<file path="src/rtl/sgi_dispatch.sv">
module sgi_dispatch #(
  parameter int NCPU = 8
) (
  input  logic                 clk,
  input  logic                 rst_n,
  input  logic                 wr_en,
  input  logic [31:0]          wr_data,
  input  logic [2:0]           req_cpu,
  input  logic                 clr_en,
  input  logic [2:0]           clr_cpu,
  input  logic [3:0]           clr_sgi,
  input  logic [2:0]           clr_src,
  output logic [NCPU-1:0]      set_pulse,
  output logic [3:0]           sgi_id,
  output logic [NCPU*16-1:0]   pend,
  output logic [NCPU*48-1:0]   src_tbl
);
  localparam int NS = 16;
  localparam int SW = 3;
  localparam logic [7:0] IMPL = 8'((9'd1 << NCPU) - 9'd1);

  logic [2:0] req_eff;
  generate
    if (NCPU == 1) begin : g_single
      assign req_eff = 3'd0;
    end else begin : g_multi
      assign req_eff = req_cpu;
    end
  endgenerate

  wire [7:0] self_bit = 8'd1 << req_eff;
  wire [3:0] num      = wr_data[3:0];

  logic [7:0] tgt;
  always_comb begin
    case (wr_data[25:24])
      2'd0:    tgt = wr_data[23:16] & IMPL;
      2'd1:    tgt = IMPL & ~self_bit;
      2'd2:    tgt = IMPL & self_bit;
      default: tgt = 8'd0;
    endcase
  end

  wire [7:0]      hit8 = wr_en ? tgt : 8'd0;
  wire [NCPU-1:0] hit  = hit8[NCPU-1:0];

  wire unused_bits = ^{wr_data[31:26], wr_data[15:4], hit8, req_cpu};

  always_ff @(posedge clk) begin
    if (!rst_n) begin
      set_pulse <= '0;
      sgi_id    <= '0;
      pend      <= '0;
      src_tbl   <= '0;
    end else begin
      set_pulse <= hit;
      if (|hit) sgi_id <= num;
      for (int c = 0; c < NCPU; c++) begin
        for (int s = 0; s < NS; s++) begin
          if (hit[c] && num == 4'(s)) begin
            pend[c*NS+s]               <= 1'b1;
            src_tbl[(c*NS+s)*SW +: SW] <= req_eff;
          end else if (clr_en && clr_cpu == 3'(c) && clr_sgi == 4'(s) &&
                       src_tbl[(c*NS+s)*SW +: SW] == clr_src) begin
            pend[c*NS+s] <= 1'b0;
          end
        end
      end
    end
  end
endmodule

</file>
<file path="config.mk">
export PLATFORM = sky130hd
export DESIGN_NAME = sgi_dispatch
export DESIGN_NICKNAME = d
export VERILOG_FILES = /design/src/rtl/sgi_dispatch.sv
export SDC_FILE = /design/constraint.sdc
export NUM_CORES = 1
export LEC_CHECK = 0
export ABC_AREA = 1
export BUFFER_PORTS_ARGS = -buffer_cell sky130_fd_sc_hd__buf_2
export CAP_MARGIN = 20
export CORE_MARGIN = 4
export CORE_UTILIZATION = 35
export DETAILED_ROUTE_END_ITERATION = 7
export GPL_ROUTABILITY_DRIVEN = 0
export GPL_TIMING_DRIVEN = 0
export SYNTH_ARGS = -nofsm -noshare
export SYNTH_HDL_FRONTEND = slang
export SYNTH_SLANG_ARGS = --single-unit
</file>
<file path="constraint.sdc">
create_clock -name clk -period 1.45 [get_ports clk]
set_clock_uncertainty 0.1 [all_clocks]
set_input_delay 0.145 -clock clk [delete_from_list [all_inputs] [get_ports clk]]
set_output_delay 0.145 -clock clk [all_outputs]
set_load 0.01 [all_outputs]
</file>
==> flow_summary.ini <==
[global_routing]
grt_start_max_net_pins = 15
antenna_found_initial = 7
grtUsageTotal_pct = 34.3
grt_pass1_wl_mm = 176
grt-ovfl-total = 0
first_global_vias = 23500

[setup_path]
r2r-end = pend[48]
critPathCaptureType = register
cp_slowest_cell = nor2_2
r2r_setup_slack_ns = 0.06
required_ns = 1.83
path_class = primary input to register
rr_startpoint = src_tbl[144]
crit_family = simple AND/OR/NAND/NOR gates
critPathBufInv = 3
worst_ep_arrival_time_ns = 1.83
rr_worst_depth = 6
start_kind = primary input
crit_fanout = 5
crit_chain = buf_2 -> inv_1 -> nand2_1 -> nor2_2 -> buf_8 -> nand3_1 -> o21ai_0 -> a21oi_1
slowest_delay_ns = 0.70

[routing]
dr.max_layer_used = met5
wl_met2_mm = 58.0
vias_per_cell = 5.64
wl_met3_mm = 14.5
first_pass_iters = 5
finalWirelength_mm = 129
wl_met1_mm = 47.8
drc = 0
drtIter0Drc = 3029
num_vias = 25600
antenna_left = 0
wl_per_cell_microns = 28.4

[min_path]
holdPathStages = 4
holdCritStartpoint = wr_data[25]
holdPathEnd = set_pulse[0]
holdCritPathClass = primary input to register

[synthesis]
ys_seq_area_share_pct = 44.6
ys.flop_type = dfxtp_1
syn_area_sq_mm = 0.0235
ys_seq_elements = 524
synth_nets = 3025
synth_fa_ha_area_share_pct = 0
syn_inst = 2976
synth_compound_area_share_pct = 17.3
synth_xor_area_share_pct = 12.8
syn_area_per_cell_sq_um = 7.91
async_flop_share_pct = 0
synth.most_common_cell = dfxtp_1
synth_common_cells = dfxtp_1 (524), a21oi_1 (523), nand2_1 (413)
yosysWarnings = 0
synthTopCellsByArea = dfxtp_1 (45%), a21oi_1 (11%), xnor2_1 (6.8%)
synth-simple-area-share_pct = 19.3
yosys.area.top_type_share_pct = 44.6
synth_edf_count = 0
synth_cell_types = 25
yosysTopAreaCell = dfxtp_1
synth.area.mux_share_pct = 0
synth_top_family_by_area = simple AND/OR/NAND/NOR gates

[power_and_ir_drop]
pwr_density_cell_mw_per_mm2 = 1080
seq_power_share_pct = 44.2
combinationalPowerShare_pct = 10.7
power_leakage_nw = 12.6
intPower_mw = 24.2
clkPwrFrac_pct = 45.0
p_sw_mw = 9.06
vdd_drop_max_uv = 928
switching_share_pct = 27.2

[sta]
min_period_ns = 1.46
finalCritPeriodShare_pct = 100
hold_viol_final = 0
finalSetupTns_ns = -0.00617
setup_viol_count_final = 3
fmax_mhz = 687
max_slew_margin_pct = 33.0
tightest_slew_ns = 1.00
slew_viol_final = 0
grt_setup_unrepaired = false
setup_slack_ns = -0.00516
fin_hold_ws_ns = 0.0382

[clock_network]
clk-insertion-delay-late_ns = 0.62
numCtsBuffers = 57
h-tree-depth = 2
path_clk_slew_ns = 0.06
tritoncts = done
cts_sinks = 524
cts-root-buf = clkbuf_16
clk_path_buf_depth = 3

[place]
dpl-instance-area_sq_mm = 0.0280
place_hpwl_mm = 96.5
port_buffers = 545
dpl.cell_count = 4416

[final_layout]
drive_gt1_share_pct = 29.5
stdcell_area_sq_mm = 0.0307
fin_nets = 3681
synthToLayoutAreaGrowth_pct = 30.5
instances_no_fill = 4546

[floorplanning]
ios = 573
fp.dieH_microns = 267
initial_utilization_pct = 35.6
coreArea_sq_mm = 0.0662
die_area_sq_mm = 0.0715
die_w_microns = 267
rows = 94

[job]
max_cap_violations = 0

[status]
status = complete, but fails checks
violations = negative setup slack
power groups by stage:
| stage | Clock, mW | Combinational, mW | Sequential [mW] |
|---|---|---|---|
| 2_1_floorplan | 0 | 1.77 | 15.1 |
| 3_3_place_gp | 0 | 3.22 | 15.0 |
| 4_1_cts | 15.0 | 3.42 | 14.7 |
| 5_1_grt | 15.5 | 3.71 | 14.7 |
| 3_5_place_dp | 0 | 3.36 | 15.0 |
| 6_report | 15.0 | 3.57 | 14.7 |
registers in the layout, summed over array words and instances (netlist names):
signal / flops
set_pulse: 8
sgi_id: 4
src_tbl: 384
pend: 128
worst register-to-register path, cell delays in order, from the launching register on:
cell,delay (ns)
dfxtp_2,0.33
inv_1,0.08
nand2_2,0.05
a22oi_2,0.30
nand3_2,0.16
o21ai_2,0.15
a21oi_1,0.06
cell families (layout without fill, tap and decap cells):
family                    count (synthesis)  count (layout)
AOI/OAI and AO/OA                       804             804
DFF                                     524             524
and+or+nand+nor                         967             967
xor gates and xnor gates                345             345
other                                     0               6
buffers and inverters                   336            1036
worst max-delay path by stage:
stage,start,end,slack (ns),depth (start not counted)
final,clr_sgi[3],pend[7],-0.005,8
after detailed placement,wr_data[0],src_tbl[332],-1.27,7
after global placement,clr_sgi[0],pend[63],-1.61,6
after floorplan,req_cpu[1],src_tbl[74],0.002,10
after global routing,src_tbl[248],src_tbl[248],0.00009,1
after CTS,src_tbl[98],src_tbl[98],0.00006,1
layout make-up:
type / count / area (sq um)
inverters: 114 / 433
plain buffers: 222 / 1130
repair buffers: 597 / 3610
flip-flops and latches: 524 / 10700
diodes: 6 / 15.0
multi-input cells: 2116 / 11900
clock inverters: 15 / 166
fillers: 6759 / 35500
clock buffers: 88 / 1720
well taps: 864 / 1080
what timing repair did:
| item | in CTS | in global routing |
|---|---|---|
| resized for setup | 176 | 169 |
| hold buffers | 5 | 3 |
| setup buffers | 9 | 4 |
| pin swaps | 3 | 5 |
| endpoints found under the setup margin | 600 | 405 |
| hold endpoints to repair | 5 | 3 |
per-stage QoR:
| stage | setup slack, ns | utilization (%) | power [mW] |
|---|---|---|---|
| 2_1_floorplan | 0.00154 | - | 16.8 |
| 3_3_place_gp | -1.61 | 41.4 | 18.3 |
| 3_5_place_dp | -1.27 | 42.3 | 18.4 |
| 4_1_cts | 0.0000565 | 45.8 | 33.2 |
| 5_1_grt | 0.0000869 | 46.4 | 34.0 |
| 6_report | -0.00516 | 46.4 | 33.3 |
per-layer routing:
metal | GRT usage, % | up-vias
li1 | - | 11400
met3 | 9.21 | 348
met5 | 0 | -
met1 | 41.7 | 12300
met2 | 54.9 | 1551
met4 | 19.8 | 4
cells in the final DEF, fill, tap and decap left out, types with 2 or more instances in the layout:
cell type / synthesis / layout
buf_16: 0 / 9
clkinvlp_4: 0 / 2
nand3_4: 2 / 3
nor2_2: 16 / 28
dlygate4sd3_1: 0 / 8
buf_2: 70 / 553
buf_4: 11 / 66
nor2_1: 103 / 71
dfxtp_2: 0 / 158
buf_12: 0 / 2
bufinv_16: 0 / 3
o21ai_1: 8 / 8
dfxtp_1: 524 / 366
a22oi_1: 19 / 18
o21ai_0: 252 / 251
diode_2: 0 / 6
clkbuf_16: 0 / 57
nand2_1: 413 / 412
buf_6: 3 / 6
a21oi_1: 523 / 522
inv_2: 5 / 5
nor2_4: 22 / 42
buf_8: 0 / 23
clkbuf_2: 0 / 43
xnor2_1: 184 / 184
clkbuf_1: 123 / 93
buf_1: 15 / 11
clkinv_2: 0 / 7
nand3_2: 0 / 4
nor3_1: 2 / 2
o31ai_1: 2 / 2
clkbuf_8: 0 / 18
inv_6: 0 / 3
inv_1: 108 / 106
nand3_1: 275 / 270
nand4_1: 106 / 106
clkbuf_4: 0 / 17
inv_4: 0 / 2
or2_2: 28 / 28
xor2_1: 161 / 161
(Power assumes the default switching activity.)
